[src/rtl/serial_tx_pkg.sv]
package serial_tx_pkg;
    typedef enum logic [1:0] {
        LINE_SHIFT = 2'b00,
        LINE_ECHO  = 2'b01,
        LINE_SPACE = 2'b10,
        LINE_MARK  = 2'b11
    } line_mode_e;

    localparam int MODE_LSB  = 30;
    localparam int LLOOP_BIT = 29;
endpackage

[src/rtl/serial_bit_timer.sv]
module serial_bit_timer #(
    parameter int CNT_W = 20
) (
    input  logic             clk,
    input  logic             rst_n,
    input  logic             start,
    input  logic             run,
    input  logic [CNT_W-1:0] period,
    output logic             tick
);
    typedef struct packed {
        logic [CNT_W-1:0] cnt;
    } tmr_t;

    tmr_t tmr_d, tmr_q;

    always_comb begin
        tmr_d = tmr_q;
        tick  = run && (tmr_q.cnt == period);
        if (start) begin
            tmr_d.cnt = '0;
        end else if (run) begin
            tmr_d.cnt = tick ? '0 : tmr_q.cnt + 1'b1;
        end
    end

    always_ff @(posedge clk or negedge rst_n) begin
        if (!rst_n) tmr_q <= '0;
        else        tmr_q <= tmr_d;
    end
endmodule

[src/rtl/serial_tx_shifter.sv]
module serial_tx_shifter #(
    parameter int DATA_W = 8,
    parameter int DIV_W  = 20
) (
    input  logic              clk,
    input  logic              rst_n,
    input  logic              load,
    input  logic [DATA_W-1:0] load_data,
    input  logic [DIV_W-1:0]  load_div,
    output logic              busy,
    output logic              finishing,
    output logic              ser_out
);
    localparam int FRAME_W = DATA_W + 2;
    localparam int IDX_W   = $clog2(FRAME_W);
    localparam logic [IDX_W-1:0] LAST_IDX = IDX_W'(FRAME_W - 1);

    typedef struct packed {
        logic               busy;
        logic [IDX_W-1:0]   idx;
        logic [FRAME_W-1:0] shreg;
        logic [DIV_W-1:0]   per;
    } shf_t;

    shf_t shf_d, shf_q;
    logic tick;

    serial_bit_timer #(.CNT_W(DIV_W)) u_timer (
        .clk    (clk),
        .rst_n  (rst_n),
        .start  (load),
        .run    (shf_q.busy),
        .period (shf_q.per),
        .tick   (tick)
    );

    always_comb begin
        shf_d     = shf_q;
        finishing = shf_q.busy && tick && (shf_q.idx == LAST_IDX);
        if (load) begin
            shf_d.busy  = 1'b1;
            shf_d.idx   = '0;
            shf_d.shreg = {1'b1, load_data, 1'b0};
            shf_d.per   = load_div;
        end else if (finishing) begin
            shf_d.busy  = 1'b0;
            shf_d.shreg = '1;
        end else if (shf_q.busy && tick) begin
            shf_d.idx   = shf_q.idx + 1'b1;
            shf_d.shreg = {1'b1, shf_q.shreg[FRAME_W-1:1]};
        end
    end

    assign busy    = shf_q.busy;
    assign ser_out = shf_q.busy ? shf_q.shreg[0] : 1'b1;

    always_ff @(posedge clk or negedge rst_n) begin
        if (!rst_n) begin
            shf_q       <= '0;
            shf_q.shreg <= '1;
        end else begin
            shf_q <= shf_d;
        end
    end
endmodule

[src/rtl/serial_line_mux.sv]
module serial_line_mux
    import serial_tx_pkg::*;
(
    input  line_mode_e mode,
    input  logic       lloop,
    input  logic       ser_out,
    input  logic       rxd_pin,
    output logic       txd_pin,
    output logic       rx_feed
);
    always_comb begin
        unique case (mode)
            LINE_SHIFT: txd_pin = ser_out;
            LINE_ECHO:  txd_pin = rxd_pin;
            LINE_SPACE: txd_pin = 1'b0;
            default:    txd_pin = 1'b1;
        endcase
        rx_feed = lloop ? ser_out : rxd_pin;
    end
endmodule

[src/rtl/serial_tx_port.sv]
module serial_tx_port
    import serial_tx_pkg::*;
#(
    parameter int DATA_W   = 8,
    parameter int DIV_W    = 20,
    parameter int ADDR_W   = 3,
    parameter int DATA_OFS = 0,
    parameter int CTRL_OFS = 4
) (
    input  logic              clk,
    input  logic              rst_n,
    input  logic              bus_req,
    input  logic              bus_we,
    input  logic [ADDR_W-1:0] bus_addr,
    input  logic [31:0]       bus_wdata,
    output logic [31:0]       bus_rdata,
    output logic              bus_ready,
    output logic              tx_ready,
    input  logic              rxd_pin,
    output logic              txd_pin,
    output logic              rx_feed
);
    typedef struct packed {
        line_mode_e       mode;
        logic             lloop;
        logic [DIV_W-1:0] div;
    } ctrl_t;

    ctrl_t ctrl_d, ctrl_q;
    logic  data_sel, ctrl_sel, load, busy, finishing, ser_out;
    logic  unused_bits;

    assign unused_bits = ^bus_wdata[LLOOP_BIT-1:DIV_W];

    serial_tx_shifter #(.DATA_W(DATA_W), .DIV_W(DIV_W)) u_shift (
        .clk       (clk),
        .rst_n     (rst_n),
        .load      (load),
        .load_data (bus_wdata[DATA_W-1:0]),
        .load_div  (ctrl_q.div),
        .busy      (busy),
        .finishing (finishing),
        .ser_out   (ser_out)
    );

    serial_line_mux u_mux (
        .mode    (ctrl_q.mode),
        .lloop   (ctrl_q.lloop),
        .ser_out (ser_out),
        .rxd_pin (rxd_pin),
        .txd_pin (txd_pin),
        .rx_feed (rx_feed)
    );

    always_comb begin
        ctrl_d    = ctrl_q;
        data_sel  = bus_req && (bus_addr == ADDR_W'(DATA_OFS));
        ctrl_sel  = bus_req && (bus_addr == ADDR_W'(CTRL_OFS));
        load      = data_sel && bus_we && (!busy || finishing);
        bus_ready = !(data_sel && bus_we) || !busy || finishing;
        tx_ready  = !busy;
        if (ctrl_sel && bus_we) begin
            ctrl_d.mode  = line_mode_e'(bus_wdata[MODE_LSB+1:MODE_LSB]);
            ctrl_d.lloop = bus_wdata[LLOOP_BIT];
            ctrl_d.div   = bus_wdata[DIV_W-1:0];
        end
        bus_rdata = '0;
        if (ctrl_sel) begin
            bus_rdata[MODE_LSB+1:MODE_LSB] = ctrl_q.mode;
            bus_rdata[LLOOP_BIT]           = ctrl_q.lloop;
            bus_rdata[DIV_W-1:0]           = ctrl_q.div;
        end
    end

    always_ff @(posedge clk or negedge rst_n) begin
        if (!rst_n) ctrl_q <= '0;
        else        ctrl_q <= ctrl_d;
    end
endmodule

[config.mk]
export PLATFORM = sky130hd
export DESIGN_NAME = serial_tx_port
export DESIGN_NICKNAME = d
export VERILOG_FILES = /design/src/rtl/serial_tx_pkg.sv /design/src/rtl/serial_bit_timer.sv /design/src/rtl/serial_tx_shifter.sv /design/src/rtl/serial_line_mux.sv /design/src/rtl/serial_tx_port.sv
export SDC_FILE = /design/constraint.sdc
export NUM_CORES = 1
export LEC_CHECK = 0
export BUFFER_PORTS_ARGS = -buffer_cell sky130_fd_sc_hd__buf_4
export CAP_MARGIN = 20
export CELL_PAD_IN_SITES_DETAIL_PLACEMENT = 2
export CELL_PAD_IN_SITES_GLOBAL_PLACEMENT = 2
export CORE_ASPECT_RATIO = 1.5
export CORE_MARGIN = 2
export CORE_UTILIZATION = 35
export DETAILED_ROUTE_END_ITERATION = 7
export HOLD_SLACK_MARGIN = 0.08
export PLACE_DENSITY = 0.88
export SLEW_MARGIN = 20
export SYNTH_ARGS = -nofsm -noshare
export SYNTH_HDL_FRONTEND = slang
export SYNTH_SLANG_ARGS = --single-unit
[constraint.sdc]
create_clock -name clk -period 6.15 [get_ports clk]
set_input_delay 0.9225 -clock clk [delete_from_list [all_inputs] [get_ports clk]]
set_output_delay 0.9225 -clock clk [all_outputs]
set_load 0.005 [all_outputs]
* After elaboration in Yosys (flattened, before gate mapping)
Cells that the tools add are included. W data, S select, Z words.
Operators by class: add/sub/neg operators 2, eq/ne operators 6, mux-type cells 13, reductions and logical operators 20
Operator list (number):
- $mux W20 | 4
- $add A20 B1 Y20 const B | 1
- $eq A20 B20 Y1 | 1
- $mux W15 | 1
- $mux W14 | 1
- $mux W10 | 1
- $logic_and A1 B1 Y1 | 8
- $reduce_bool A2 Y1 | 3
- $add A4 B1 Y4 const B | 1
- $eq A4 B4 Y1 const B | 1
- $mux W4 | 1
- $eq A3 B3 Y1 const B | 1
- $logic_not A3 Y1 | 1
- $logic_or A1 B1 Y1 | 3
- $mux W1 | 3
- $mux W3 | 1
- $pmux W1 S3 | 1
- $reduce_bool A3 Y1 | 1
- $eq A2 B1 Y1 const B | 1
- $eq A2 B2 Y1 const B | 1
- $logic_not A1 Y1 | 2
- $logic_not A2 Y1 | 1
- $ne A2 B2 Y1 const B | 1
- $reduce_and A2 Y1 | 1
Word-level totals: bits in registers 78, bits of input ports 40, output and inout bits 36, logic and storage cells 49

* Depth between registers and ports, before layout
depth after elaboration 8, mapped depth 8, mapped depth without buffers 6

* Modules after synthesis
Synthesis repeated with hierarchy kept, for this count alone.
Second synthesis, totals: cells, all modules 372, area total of the unflattened synthesis 3997.6 um^2
Modules (own cells, without submodules):
- serial_tx_shifter | instances 1, cells an instance 118, area an instance 1447.6 um^2, sequential area each 862.1 um^2
- serial_bit_timer | instances 1, cells an instance 158, area an instance 1371.3 um^2, sequential area each 500.5 um^2
- serial_tx_port | instances 1, cells an instance 92, area an instance 1147.4 um^2, sequential area each 575.6 um^2
- serial_line_mux | instances 1, cells an instance 4, area an instance 31.3 um^2, sequential area each 0.0 um^2

* Least setup slack after synthesis
Ideal clock, no wire load.
path type in2out, start in bus_addr[1], end out bus_ready, arrival time 1.816 ns, required time 5.227 ns, slack 3.412 ns, cell stages on the path 3, path buffers 0, cells stage by stage nor3b_2 > nand2_1 > or3_1
Between the ends: word-level cells in the longest chain between the ends 6
Ends and longest elaborated chain:
- start, declared | line serial_tx_port.sv:14 | input logic [ADDR_W-1:0] bus_addr,
- $logic_not A3 Y1 | line serial_tx_port.sv:57 | data_sel = bus_req && (bus_addr == ADDR_W'(DATA_OFS));
- $logic_and A1 B1 Y1 | line serial_tx_port.sv:57
- $logic_and A1 B1 Y1 | line serial_tx_port.sv:60 | bus_ready = !(data_sel && bus_we) || !busy || finishing;
- $logic_not A1 Y1 | line serial_tx_port.sv:60
- $logic_or A1 B1 Y1 (2 in a row) | line serial_tx_port.sv:60
- end, declared | line serial_tx_port.sv:17 | output logic bus_ready,
No other way between the ends.

* Final worst setup path
start reg u_shift.u_timer.tmr_q[5] (netlist name), end out bus_ready
Between the ends: word-level cells in the longest chain between the ends 5
Ends and longest elaborated chain:
- start, declared | line serial_bit_timer.sv:15 | tmr_t tmr_d, tmr_q;
- start signal, assigned | line serial_bit_timer.sv:29 | else tmr_q <= tmr_d;
- $eq A20 B20 Y1 | line serial_bit_timer.sv:19 | tick = run && (tmr_q.cnt == period);
- $logic_and A1 B1 Y1 | line serial_bit_timer.sv:19
- $logic_and A1 B1 Y1 (2 in a row) | line serial_tx_shifter.sv:39 | finishing = shf_q.busy && tick && (shf_q.idx == LAST_IDX);
- $logic_or A1 B1 Y1 | line serial_tx_port.sv:60
No other way between the ends.

==> summary.md <==
| Metric | Value |
|---|---|
| WP data required | 5.23 ns |
| Power per cell area | 247 nW/um^2 |
| Overall Global Routing Usage | 22.5% |
| Minimum clock period | 3.71 ns |
| Synth Register Bits | 77 |
| CP Cell Sequence | xor2_1 > nor4_1 > nand3_1 > nor3_1 > or3_1 > buf_4 |
| Min-delay src | u_shift.shf_q[28] |
| Combinational power share | 7.9% |
| Setup TNS Final | 0 ns |
| TritonCTS buffer count | 9 |
| Max-slew headroom | 33.8% |
| Share of cells above drive strength 1 | 34.7% |
| Mapped Cells | 356 |
| CP Max Fanout | 16 |
| Area grow syn2layout | 20.3% |
| End of the worst hold path | u_shift.shf_q[28] |
| Pre-CTS setup slack | 2.80 ns |
| Most frequent cells in the layout | 68 x dfrtp_1, 60 x buf_4, 43 x mux2_2 |
| Max Slew Vio Count | 0 |
| RD Place Congestion | 0.819 |
| WL/cell | 23.3 um |
| Die area | 12100 sq um |
| Finished Core Util | 43.1% |
| Warnings, synthesis | 0 |
| Seq/Total Area, Yosys | 49.2% |
| Setup CP Type | flop to primary output |
| Worst reg2reg setup slack | 3.06 ns |
| Routed Antenna Nets | 0 |
| Final Hold Viols | 0 |
| CTS Hold Bufs | 0 |
| Grt ovf | 0 |
| DR vias/cell | 5.46 |
| Boundary Pins | 76 |
| Die Y-Extent | 134 um |
| Status | finished clean |
| Sequential power share | 49.3% |
| Crit path max-delay cell type | nand3_1 |
| Core area | 11000 sq um |
| Reg2Reg Depth | 5 |
| First-pass GRT wire length | 20.5 mm |
| Levels on crit path | 6 |
| WL final | 13.0 mm |
| LEAKAGE | 2.22 nW |
| RSZ-0062 raised after global routing | no |
| Internal Power | 0.000869 W |
| Final Skew | 0.0109 ns |
| I/O Buffers | 57 |
| RR Startpoint | u_shift.u_timer.tmr_q[5] |
| CP Buf/Inv Count | 1 |
| Clk Latency, worst-skew pair | 0.35 ns |
| Top Family by Delay on Critical Path | simple AND/OR/NAND/NOR gates |
| Share of the synthesized area in the top cell type | 43.2% |
| Worst Hold Depth | 1 |
| EDFF count, synth | 0 |
| Maxcap violations | 0 |
| Detailed Place HPWL | 8.77 mm |
| Fmax | 269 MHz |
| VDD IR-drop max | 0.000170 V |
| WP data arrival | 2.79 ns |
| CTS tree | done |
| Mapped cell area | 3940 sq um |
| CTS-repair resized insts | 0 |
| Critical Path Max Stage Delay | 0.60 ns |
| Rows | 47 |
| DR iter-0 viols | 169 |
| Number of global-route vias before repair | 3496 |
| Largest area contributor in the netlist | dfrtp_1 |
| Layout Nets | 450 |
| Fin crit share | 60.4% |
| Root buffer cell | clkbuf_16 |
| Final worst slack | 2.44 ns |
| Largest net degree at the start of global routing | 78 |
| Finish-stage setup viols | 0 |
| Die X | 90.6 um |
| N_diodes | 0 |
| Drt pass-1 iters | 4 |
| Post-CTS setup buffer count | 0 |
| Initial antenna violation count | 0 |
| Worst min path class | flop to flop |
| PnR Total Power | 0.00117 W |
| Avg Cell Area, Syn | 11.1 sq um |
| Starting Density | 35.8% |
| Sw Ratio | 25.8% |
| CTS clk-pin slew, worst paths | 0.06 ns |
| Net switching power | 0.000302 W |
| Startpoint Class | flop |
| Via count | 3052 |
| Critical path capture point type | primary output |
| Reg-to-reg endpoint | u_shift.shf_q[25] |
| Clock network fraction of total power | 42.8% |
| CTS Buffer Depth | 2 |
| Synth async-reset ratio | 100% |
| Synth Flop Type | dfrtp_1 |
| Top post-synthesis cells by area | dfrtp_1 43%, mux2_2 12%, dfstp_2 6.0% |
| Netlist cell types | 50 |
| Clk sinks | 77 |
| DRC Markers | 0 |
| Most common cell after layout, fill and taps aside | dfrtp_1 |
| H-tree Lvls | 3 |
| Worst-Margin Slew | 0.994 ns |
==> worst reg2reg max path, cell delays in order, from the launching register on <==
cell     delay [ns]
dfrtp_1        0.48
xor2_1         0.20
nor4_1         0.47
nand3_1        0.60
o21ai_2        0.93
o221a_2        0.36
==> logic make-up after synthesis <==
logic type,count (synthesis),share of synthesized area (%)
buffers and inverters,39,4.96
adder cells (fa/ha/maj),3,0.954
other,1,0.0953
XOR/XNOR,35,8.17
multiplexers,44,12.6
AND/OR/NAND/NOR,122,17.0
flip-flops,77,49.2
AO/OA/AOI/OAI,35,7.03
==> power groups by stage <==
| stage | registers, W | logic [W] | clock network, W |
|---|---|---|---|
| after global routing | 0.000582 | 0.0000994 | 0.000525 |
| after floorplan | 0.000567 | 0.0000478 | 0 |
| after detailed placement | 0.000582 | 0.0000906 | 0 |
| after CTS | 0.000577 | 0.0000932 | 0.000511 |
| final | 0.000577 | 0.0000920 | 0.000502 |
| after global placement | 0.000577 | 0.0000846 | 0 |
==> cell type report <==
cell class              count  area [sq um]
clock buffers              10           229
clock inverters             6          50.0
fillers                  1127          6260
inverters                  11          41.3
multi-input cells         248          1840
flip-flops and latches     77          1940
well taps                 147           184
repair buffers             60           450
==> worst max path at each step <==
stage | startpoint | slack (ns) | endpoint
after global placement | u_shift.u_timer.tmr_q[13] | 2.93 | bus_ready
after floorplan | bus_addr[1] | 3.41 | bus_ready
after global routing | u_shift.u_timer.tmr_q[13] | 2.28 | bus_ready
after CTS | u_shift.u_timer.tmr_q[5] | 2.39 | bus_ready
after detailed placement | u_shift.u_timer.tmr_q[5] | 2.80 | bus_ready
final | u_shift.u_timer.tmr_q[5] | 2.44 | bus_ready
==> through the flow <==
stage / std cells / hold WS [ns] / instance area (sq um)
2_1_floorplan: 364 / 0.474 / 3970
3_3_place_gp: 543 / 0.490 / 4450
3_5_place_dp: 543 / 0.514 / 4450
4_1_cts: 559 / 0.517 / 4730
5_1_grt: 559 / 0.538 / 4740
6_report: 559 / 0.517 / 4740
==> state kept, by name, summed over array words and instances (netlist names) <==
signal                 count
ctrl_q                    23
u_shift.u_timer.tmr_q     20
u_shift.shf_q             33
u_shift.busy               1
==> layer usage <==
metal	global-route usage, %	vias to the layer above	part of all wire [%]
met3	2.70	19	2.5
met5	0	-	0
met4	9.83	0	2.6
met1	24.1	1608	37
met2	43.6	66	58
li1	-	1359	-
==> Yosys cell counts (all sizes together) (2+ instances only) <==
master	number
dfrtp	68
mux2	43
and3	27
nor2	27
xnor2	25
buf	17
clkbuf	11
inv	11
nand3	11
nand2	10
nor4	10
xor2	10
dfstp	9
o21ai	9
nand4	8
nor3	8
o221a	7
or3	4
ha	3
o31ai	3
or4	3
a21boi	2
a21oi	2
a31oi	2
a32o	2
and3b	2
nand2b	2
nor2b	2
nor3b	2
nor4b	2
or2	2
No activity file was read; power rests on OpenSTA's default activity.
